--- config.mk ---
export PLATFORM = sky130hd
export DESIGN_NAME = i2c_freeze_regfile
export DESIGN_NICKNAME = d
export VERILOG_FILES = /design/src/rtl/i2cf_pkg.sv /design/src/rtl/i2cf_sync.sv /design/src/rtl/i2cf_bus_cond.sv /design/src/rtl/i2cf_regfile.sv /design/src/rtl/i2cf_target.sv /design/src/rtl/i2c_freeze_regfile.sv
export SDC_FILE = /design/constraint.sdc
export NUM_CORES = 1
export LEC_CHECK = 0
export BUFFER_PORTS_ARGS = -buffer_cell sky130_fd_sc_hd__buf_2
export CAP_MARGIN = 30
export CORE_MARGIN = 10
export CORE_UTILIZATION = 60
export DETAILED_ROUTE_END_ITERATION = 8
export PLACE_DENSITY = 0.77
export SLEW_MARGIN = 10
export SYNTH_ARGS = -nofsm -noshare
export SYNTH_HDL_FRONTEND = slang
export SYNTH_HIERARCHICAL = 1
export SYNTH_SLANG_ARGS = --single-unit
--- constraint.sdc ---
create_clock -name clk -period 6.3 [get_ports clk]
set_input_delay 0.63 -clock clk [delete_from_list [all_inputs] [get_ports clk]]
set_output_delay 0.63 -clock clk [all_outputs]
set_load 0.03 [all_outputs]
--- src/rtl/i2cf_pkg.sv ---
package i2cf_pkg;
  typedef enum logic [3:0] {
    ST_IDLE,
    ST_ADDR,
    ST_WADDR,
    ST_WDATA,
    ST_HOLD8,
    ST_ACK,
    ST_RDATA,
    ST_RHOLD,
    ST_RACK,
    ST_WAIT
  } tgt_state_t;
endpackage

--- src/rtl/i2cf_sync.sv ---
module i2cf_sync #(
  parameter int W      = 2,
  parameter int STAGES = 2
) (
  input  logic         clk,
  input  logic         rst,
  input  logic [W-1:0] d,
  output logic [W-1:0] q
);
  logic [W-1:0] pipe [STAGES];

  always_ff @(posedge clk) begin
    if (rst) begin
      for (int s = 0; s < STAGES; s++) pipe[s] <= '1;
    end else begin
      pipe[0] <= d;
      for (int s = 1; s < STAGES; s++) pipe[s] <= pipe[s-1];
    end
  end

  assign q = pipe[STAGES-1];
endmodule

--- src/rtl/i2cf_bus_cond.sv ---
module i2cf_bus_cond #(
  parameter int HOLD = 60
) (
  input  logic clk,
  input  logic rst,
  input  logic scl,
  input  logic sda,
  output logic start_det,
  output logic stop_det,
  output logic scl_rise,
  output logic scl_fall_d
);
  logic scl_p, sda_p;

  always_ff @(posedge clk) begin
    if (rst) begin
      scl_p <= 1'b1;
      sda_p <= 1'b1;
    end else begin
      scl_p <= scl;
      sda_p <= sda;
    end
  end

  assign start_det = scl & scl_p & sda_p & ~sda;
  assign stop_det  = scl & scl_p & ~sda_p & sda;
  assign scl_rise  = scl & ~scl_p;

  generate
    if (HOLD == 0) begin : g_nohold
      assign scl_fall_d = scl_p & ~scl;
    end else begin : g_hold
      localparam int CW = $clog2(HOLD + 1);
      logic [CW-1:0] cnt;
      always_ff @(posedge clk) begin
        if (rst) cnt <= '0;
        else if (scl_p & ~scl) cnt <= CW'(HOLD);
        else if (cnt != '0) cnt <= cnt - 1'b1;
      end
      assign scl_fall_d = (cnt == CW'(1));
    end
  endgenerate
endmodule

--- src/rtl/i2cf_regfile.sv ---
module i2cf_regfile #(
  parameter int NUM_REGS = 20,
  parameter int CLK_REGS = 8,
  parameter int AW       = $clog2(NUM_REGS),
  parameter int CSW      = $clog2(CLK_REGS)
) (
  input  logic           clk,
  input  logic           rst,
  input  logic           hold,
  input  logic           tc_we,
  input  logic [CSW-1:0] tc_sel,
  input  logic [7:0]     tc_byte,
  input  logic           wr_en,
  input  logic [AW-1:0]  wr_addr,
  input  logic [7:0]     wr_data,
  input  logic [AW-1:0]  rd_addr,
  output logic [7:0]     rd_data
);
  logic [7:0] ureg     [NUM_REGS];
  logic [7:0] live     [CLK_REGS];
  logic [7:0] live_nxt [CLK_REGS];
  logic       hold_q;
  logic       thaw;

  assign thaw = hold_q & ~hold;

  generate
    for (genvar g = 0; g < CLK_REGS; g++) begin : g_live
      assign live_nxt[g] = (tc_we && tc_sel == CSW'(g)) ? tc_byte : live[g];
    end
  endgenerate

  always_ff @(posedge clk) begin
    if (rst) begin
      hold_q <= 1'b0;
      for (int i = 0; i < CLK_REGS; i++) live[i] <= '0;
    end else begin
      hold_q <= hold;
      for (int i = 0; i < CLK_REGS; i++) begin
        if (wr_en && wr_addr == AW'(i)) live[i] <= wr_data;
        else live[i] <= live_nxt[i];
      end
    end
  end

  always_ff @(posedge clk) begin
    if (rst) begin
      for (int i = 0; i < NUM_REGS; i++) ureg[i] <= '0;
    end else begin
      for (int i = 0; i < CLK_REGS; i++) begin
        if (wr_en && wr_addr == AW'(i)) ureg[i] <= wr_data;
        else if (thaw) ureg[i] <= live_nxt[i];
        else if (!hold && tc_we && tc_sel == CSW'(i)) ureg[i] <= tc_byte;
      end
      for (int i = CLK_REGS; i < NUM_REGS; i++) begin
        if (wr_en && wr_addr == AW'(i)) ureg[i] <= wr_data;
      end
    end
  end

  assign rd_data = ureg[rd_addr];
endmodule

--- src/rtl/i2cf_target.sv ---
module i2cf_target
  import i2cf_pkg::*;
#(
  parameter logic [6:0] DEV_ADDR = 7'h68,
  parameter int         NUM_REGS = 20,
  parameter int         AW       = $clog2(NUM_REGS)
) (
  input  logic          clk,
  input  logic          rst,
  input  logic          start_det,
  input  logic          stop_det,
  input  logic          scl_rise,
  input  logic          scl_fall,
  input  logic          sda_in,
  input  logic [7:0]    rd_data,
  output logic          sda_oe,
  output logic [AW-1:0] ptr,
  output logic          active,
  output logic          wr_en,
  output logic [AW-1:0] wr_addr,
  output logic [7:0]    wr_data,
  output logic          in_wait
);
  tgt_state_t state, nxt;
  logic [2:0] bit_cnt;
  logic [6:0] sr;
  logic [6:0] tx;
  logic       give_ack, inc_on_ack, rack_ok;
  logic [7:0] byte_in;
  logic [AW-1:0] ptr_inc;

  assign byte_in = {sr, sda_in};
  assign ptr_inc = (ptr == AW'(NUM_REGS - 1)) ? '0 : ptr + 1'b1;
  assign in_wait = (state == ST_WAIT);

  always_ff @(posedge clk) begin
    if (rst) begin
      state      <= ST_IDLE;
      nxt        <= ST_IDLE;
      bit_cnt    <= '0;
      sr         <= '0;
      tx         <= '0;
      give_ack   <= 1'b0;
      inc_on_ack <= 1'b0;
      rack_ok    <= 1'b0;
      sda_oe     <= 1'b0;
      ptr        <= '0;
      active     <= 1'b0;
      wr_en      <= 1'b0;
      wr_addr    <= '0;
      wr_data    <= '0;
    end else begin
      wr_en <= 1'b0;
      if (stop_det) begin
        state  <= ST_IDLE;
        sda_oe <= 1'b0;
        active <= 1'b0;
      end else if (start_det) begin
        state   <= ST_ADDR;
        bit_cnt <= '0;
        sda_oe  <= 1'b0;
      end else begin
        case (state)
          ST_ADDR, ST_WADDR, ST_WDATA: begin
            if (scl_rise) begin
              sr      <= byte_in[6:0];
              bit_cnt <= bit_cnt + 1'b1;
              if (bit_cnt == 3'd7) begin
                state <= ST_HOLD8;
                if (state == ST_ADDR) begin
                  inc_on_ack <= 1'b0;
                  if (byte_in[7:1] == DEV_ADDR) begin
                    give_ack <= 1'b1;
                    active   <= 1'b1;
                    nxt      <= byte_in[0] ? ST_RDATA : ST_WADDR;
                  end else begin
                    give_ack <= 1'b0;
                    active   <= 1'b0;
                  end
                end else if (state == ST_WADDR) begin
                  give_ack   <= 1'b1;
                  inc_on_ack <= 1'b0;
                  nxt        <= ST_WDATA;
                  ptr        <= (byte_in < 8'(NUM_REGS)) ? byte_in[AW-1:0] : '0;
                end else begin
                  give_ack   <= 1'b1;
                  inc_on_ack <= 1'b1;
                  nxt        <= ST_WDATA;
                  wr_en      <= 1'b1;
                  wr_addr    <= ptr;
                  wr_data    <= byte_in;
                end
              end
            end
          end
          ST_HOLD8: begin
            if (scl_fall) begin
              if (give_ack) begin
                sda_oe <= 1'b1;
                state  <= ST_ACK;
              end else begin
                state <= ST_WAIT;
              end
            end
          end
          ST_ACK: begin
            if (scl_rise && inc_on_ack) ptr <= ptr_inc;
            if (scl_fall) begin
              sda_oe  <= 1'b0;
              bit_cnt <= '0;
              state   <= nxt;
              if (nxt == ST_RDATA) begin
                tx     <= rd_data[6:0];
                sda_oe <= ~rd_data[7];
              end
            end
          end
          ST_RDATA: begin
            if (scl_rise) begin
              bit_cnt <= bit_cnt + 1'b1;
              if (bit_cnt == 3'd7) state <= ST_RHOLD;
            end
            if (scl_fall) begin
              sda_oe <= ~tx[6];
              tx     <= {tx[5:0], 1'b0};
            end
          end
          ST_RHOLD: begin
            if (scl_fall) begin
              sda_oe <= 1'b0;
              state  <= ST_RACK;
            end
          end
          ST_RACK: begin
            if (scl_rise) begin
              rack_ok <= ~sda_in;
              if (!sda_in) ptr <= ptr_inc;
            end
            if (scl_fall) begin
              if (rack_ok) begin
                tx      <= rd_data[6:0];
                sda_oe  <= ~rd_data[7];
                bit_cnt <= '0;
                state   <= ST_RDATA;
              end else begin
                state <= ST_WAIT;
              end
            end
          end
          default: ;
        endcase
      end
    end
  end
endmodule

--- src/rtl/i2c_freeze_regfile.sv ---
module i2c_freeze_regfile #(
  parameter logic [6:0] DEV_ADDR = 7'h68,
  parameter int         NUM_REGS = 20,
  parameter int         CLK_REGS = 8,
  parameter int         SDA_HOLD = 60
) (
  input  logic                        clk,
  input  logic                        rst,
  input  logic                        scl_i,
  input  logic                        sda_i,
  output logic                        sda_oe,
  input  logic                        tc_we,
  input  logic [$clog2(CLK_REGS)-1:0] tc_sel,
  input  logic [7:0]                  tc_byte,
  output logic                        time_hold
);
  localparam int AW  = $clog2(NUM_REGS);
  localparam int CSW = $clog2(CLK_REGS);

  logic [1:0]    synced;
  logic          start_det, stop_det, scl_rise, scl_fall_d;
  logic [AW-1:0] ptr;
  logic          active, in_wait;
  logic          wr_en;
  logic [AW-1:0] wr_addr;
  logic [7:0]    wr_data, rd_data;

  i2cf_sync #(.W(2), .STAGES(2)) u_sync (
    .clk(clk), .rst(rst), .d({scl_i, sda_i}), .q(synced)
  );

  i2cf_bus_cond #(.HOLD(SDA_HOLD)) u_cond (
    .clk(clk), .rst(rst), .scl(synced[1]), .sda(synced[0]),
    .start_det(start_det), .stop_det(stop_det),
    .scl_rise(scl_rise), .scl_fall_d(scl_fall_d)
  );

  i2cf_target #(.DEV_ADDR(DEV_ADDR), .NUM_REGS(NUM_REGS), .AW(AW)) u_tgt (
    .clk(clk), .rst(rst), .start_det(start_det), .stop_det(stop_det),
    .scl_rise(scl_rise), .scl_fall(scl_fall_d), .sda_in(synced[0]),
    .rd_data(rd_data), .sda_oe(sda_oe), .ptr(ptr), .active(active),
    .wr_en(wr_en), .wr_addr(wr_addr), .wr_data(wr_data), .in_wait(in_wait)
  );

  assign time_hold = active && (ptr < AW'(CLK_REGS));

  i2cf_regfile #(.NUM_REGS(NUM_REGS), .CLK_REGS(CLK_REGS), .AW(AW), .CSW(CSW)) u_rf (
    .clk(clk), .rst(rst), .hold(time_hold), .tc_we(tc_we), .tc_sel(tc_sel),
    .tc_byte(tc_byte), .wr_en(wr_en), .wr_addr(wr_addr), .wr_data(wr_data),
    .rd_addr(ptr), .rd_data(rd_data)
  );
endmodule

==> results <==
- The clock sink total is 285.
- Summing every instance area after synthesis gives 14900 sq um.
- The floorplan step defined a die boundary enclosing 31500 sq um.
- Synthesis produced a netlist whose cell count is 1293.
- The endpoint identified for the worst register-to-register timing path is u_rf/ureg[1][2].
- The signal on the critical path passes through nor3b_2 -> or4b_1 -> a2111oi_4 -> nand3b_1.
- The maximum number of pins on one net before global-route repair is 61.
- The count of antenna diodes in the layout is 0.
- The via count of the first global-routing pass is 10022.
- The worst path in the final design needs a cycle of 3.18 ns, including I/O delays and setup.
- The core region is 24400 sq um.
- From bottom edge to top edge, the die measures 177 um.
- The maximum level of the CTS H-tree is 1.
- The post-detailed-routing wire length is 38800 um.
- The residual overflow from global routing is 0.
- A synthesized cell averages 11.5 sq um.
- After detailed routing, the average wire length per cell comes to 23.2 um.
- The number of cell instances on the worst register-to-register path is 4.
- The clock transition at the register clock pins on the worst setup and hold paths after CTS is 0.06 ns.
- The maximum buffer depth of the clock tree is 3.
- The startpoint class of the critical path is a flip-flop.
- The layout overhead on the synthesized area is 9.62%.
- The I/O pin count is 18.
- The static leakage is 5.76 nW.
- The startpoint identified for the worst register-to-register timing path is u_tgt/ptr[4].
- The class of the tightest hold or removal check is in2reg.
- Setup repair after global routing left no endpoint under its margin.
- On the critical path the largest part of the delay comes from simple AND/OR/NAND/NOR gates.
- The tool flagged a number of max-cap violations equal to 0.
- The met3 capacity usage during global routing is 4.23%.
- The flow ran to the end, and the final reports show no timing, DRC or antenna violations.
- The wire-length estimate of the detail-placed layout is 26100 um.
- The CTS tree is yes.
- Once the floorplan was initialized, standard cells occupied 61.0% of the core.
- Global routing used 36.0% of the available met2 tracks.
- On the worst path, the slowest cell contributes a delay of 0.80 ns.
- The count of cells in the finished layout, fillers not included, comes to 1671.
- The via density per instance is 6.55.
- The count of nets after finishing is 1344.
- The count of buffers added on input and output ports is 17.
- The post-route netlist has 14.0% of its cells at a drive strength greater than 1.
- The worst hold path terminates at u_sync/pipe[0][1].
- For this run, the total global-route usage over all layers was measured as 24.2%.
- The worst-case IR drop observed on VDD is 0.220 mV.
- The setup-violating endpoint count in the final report is 0.
- The number of buffers inserted to repair setup after CTS is 0.
- The tree is rooted in a sky130_fd_sc_hd__clkbuf_16.
- In this run the tightest slew margin relative to its limit is 32.7%.
- The highest-utilization routing layer at the global route stage is met2.
- Once detail routing completed, the nets flagged for antenna violations numbered 0.
- The vias after detailed routing is 10937.
- The global-route wire length before repair is 59400 um.
- The data arrival time at the worst-slack endpoint is 3.42 ns.
- At the end of routability-driven placement, the weighted congestion stood at 0.997.
- The number of DRC markers in iteration 0 is 1614.
- The master of the slowest instance on the critical path is sky130_fd_sc_hd__or4b_1.
- The total of hold buffers inserted after clock tree synthesis is 0.
- For the pin with the worst max-slew slack, the measured transition is 1.01 ns.
- The number of placed cells counting well taps is 1615.
- The first-pass detailed-route iteration total is 6.
- The path type of the worst setup path is reg2reg.
- The count of synthesis-stage warnings from yosys is 6.
- The number of clock buffers inserted by TritonCTS is 30.
- The period utilization is 50.5%.
- The total negative slack for setup checks is 0 ns.
- The setup slack on the worst flop-to-flop path is 3.12 ns.
- The startpoint identified for the worst hold timing path is scl_i.
- The maximum clock frequency is 314 MHz.
- For this design the ratio of total power to cell area is 261 nW/um^2.
- The latest clock arrival within the worst-skew pair is 0.57 ns.
- The kind of capture point of the worst setup path is a flip-flop.
- The row count is 57.
- The hold violation count in the final report is 0.
- The number of cells on the worst hold path is 2.
- Counting the fill cells in the layout gives 1839.
- Of all nets on the critical path, the largest fanout is 24.
- The global-route track usage on met1 is 35.0%.
- Between clock sinks in the finished design, the worst skew comes to 0.0236 ns.
- Counting both buffers and inverters, the worst setup path holds a total of 0.
- The DRC violation count after routing is 0.
- The number of antenna violations at the first check in global routing is 0.
- The number of pins exceeding their max-slew limit in the final report is 0.
- In this run the horizontal extent of the chip is 177 um.
- The data required time at the worst endpoint is 6.53 ns.
- The post-CTS resize count is 0.
cell usage in the layout (no fill, tap or decap), types with 6 or more instances in the layout:
cell,n
sky130_fd_sc_hd__or2_2,7
sky130_fd_sc_hd__edfxtp_1,224
sky130_fd_sc_hd__a221o_1,9
sky130_fd_sc_hd__o211ai_1,8
sky130_fd_sc_hd__mux4_2,24
sky130_fd_sc_hd__buf_4,18
sky130_fd_sc_hd__a21o_1,6
sky130_fd_sc_hd__nand2_1,104
sky130_fd_sc_hd__inv_1,28
sky130_fd_sc_hd__a31oi_1,8
sky130_fd_sc_hd__clkbuf_16,35
sky130_fd_sc_hd__nand2b_1,32
sky130_fd_sc_hd__clkinv_2,8
sky130_fd_sc_hd__nand3_1,21
sky130_fd_sc_hd__mux2i_1,128
sky130_fd_sc_hd__buf_2,17
sky130_fd_sc_hd__nand3b_1,7
sky130_fd_sc_hd__nor2_2,9
sky130_fd_sc_hd__nor2_1,185
sky130_fd_sc_hd__nor3_1,7
sky130_fd_sc_hd__a211oi_1,45
sky130_fd_sc_hd__o311ai_0,8
sky130_fd_sc_hd__nand4_1,8
sky130_fd_sc_hd__conb_1,64
sky130_fd_sc_hd__clkbuf_8,6
sky130_fd_sc_hd__dfxtp_1,60
sky130_fd_sc_hd__o21ai_1,7
sky130_fd_sc_hd__a21oi_1,26
sky130_fd_sc_hd__nor2b_1,13
sky130_fd_sc_hd__a211oi_2,14
sky130_fd_sc_hd__a22oi_1,15
sky130_fd_sc_hd__o221ai_1,29
sky130_fd_sc_hd__o21ai_0,35
sky130_fd_sc_hd__or3_1,6
sky130_fd_sc_hd__o2bb2ai_1,9
sky130_fd_sc_hd__mux2_2,13
routing by layer:
layer  wire [um]  part of all wire [%]  vias to the layer above
met5           0                     0                        -
met1       16200                    42                     5256
li1            -                     -                     4873
met2       17200                    44                      699
met4        1490                   3.8                        0
met3        3960                    10                      109
sequential cells by signal (all words and copies together), names as in the netlist, 5 cells and up:
register / count
u_rf/ureg: 160
u_rf/live: 64
u_tgt/wr_data: 8
u_tgt/sr: 7
u_tgt/tx: 7
u_cond/g_hold.cnt: 6
u_tgt/ptr: 5
u_tgt/wr_addr: 5
area by class of cell:
class	count	area, sq um	area share, %
well taps	324	405	2.49
clock buffers	46	982	6.02
inverters	30	113	0.691
flip-flops and latches	285	7950	48.8
multi-input cells	941	6570	40.3
repair buffers	35	220	1.35
clock inverters	10	62.6	0.384
worst register-to-register path, delay by kind of cell (launching register included):
family	cells	cell delay (ns)
AND/OR/NAND/NOR	3	1.46
flip-flops	1	0.78
AO/OA/AOI/OAI	1	0.63
metrics by stage:
step	utilization (%)	setup WS, ns	cell area (sq um)	hold slack [ns]	power, mW
after detailed placement	62.6	3.10	15300	0.395	2.48
after CTS	66.9	3.15	16300	0.221	4.27
after global placement	62.5	3.17	15200	0.389	2.47
final	66.9	3.12	16300	0.233	4.26
after floorplan	-	3.80	15100	0.383	2.39
after global routing	66.9	2.94	16300	0.227	4.38
power by group:
part	leakage [nW]	total (mW)	switching (mW)	internal, mW
clock network	0.535	1.80	0.730	1.08
logic	2.40	0.299	0.192	0.107
registers	2.83	2.15	0.0440	2.11
total	5.76	4.26	0.966	3.29
worst max-delay path by stage:
stage                             from         endpoint  slack (ns)  depth (start not counted)
after floorplan           u_tgt/ptr[4]  u_rf/ureg[1][0]        3.80                          5
after global placement             rst  u_rf/ureg[6][6]        3.17                          5
after detailed placement           rst  u_rf/ureg[6][6]        3.10                          5
after CTS                 u_tgt/ptr[4]  u_rf/ureg[1][0]        3.15                          4
after global routing      u_tgt/ptr[4]  u_rf/ureg[1][6]        2.94                          4
final                     u_tgt/ptr[4]  u_rf/ureg[1][2]        3.12                          4
Power figures use the tool's default switching activity.
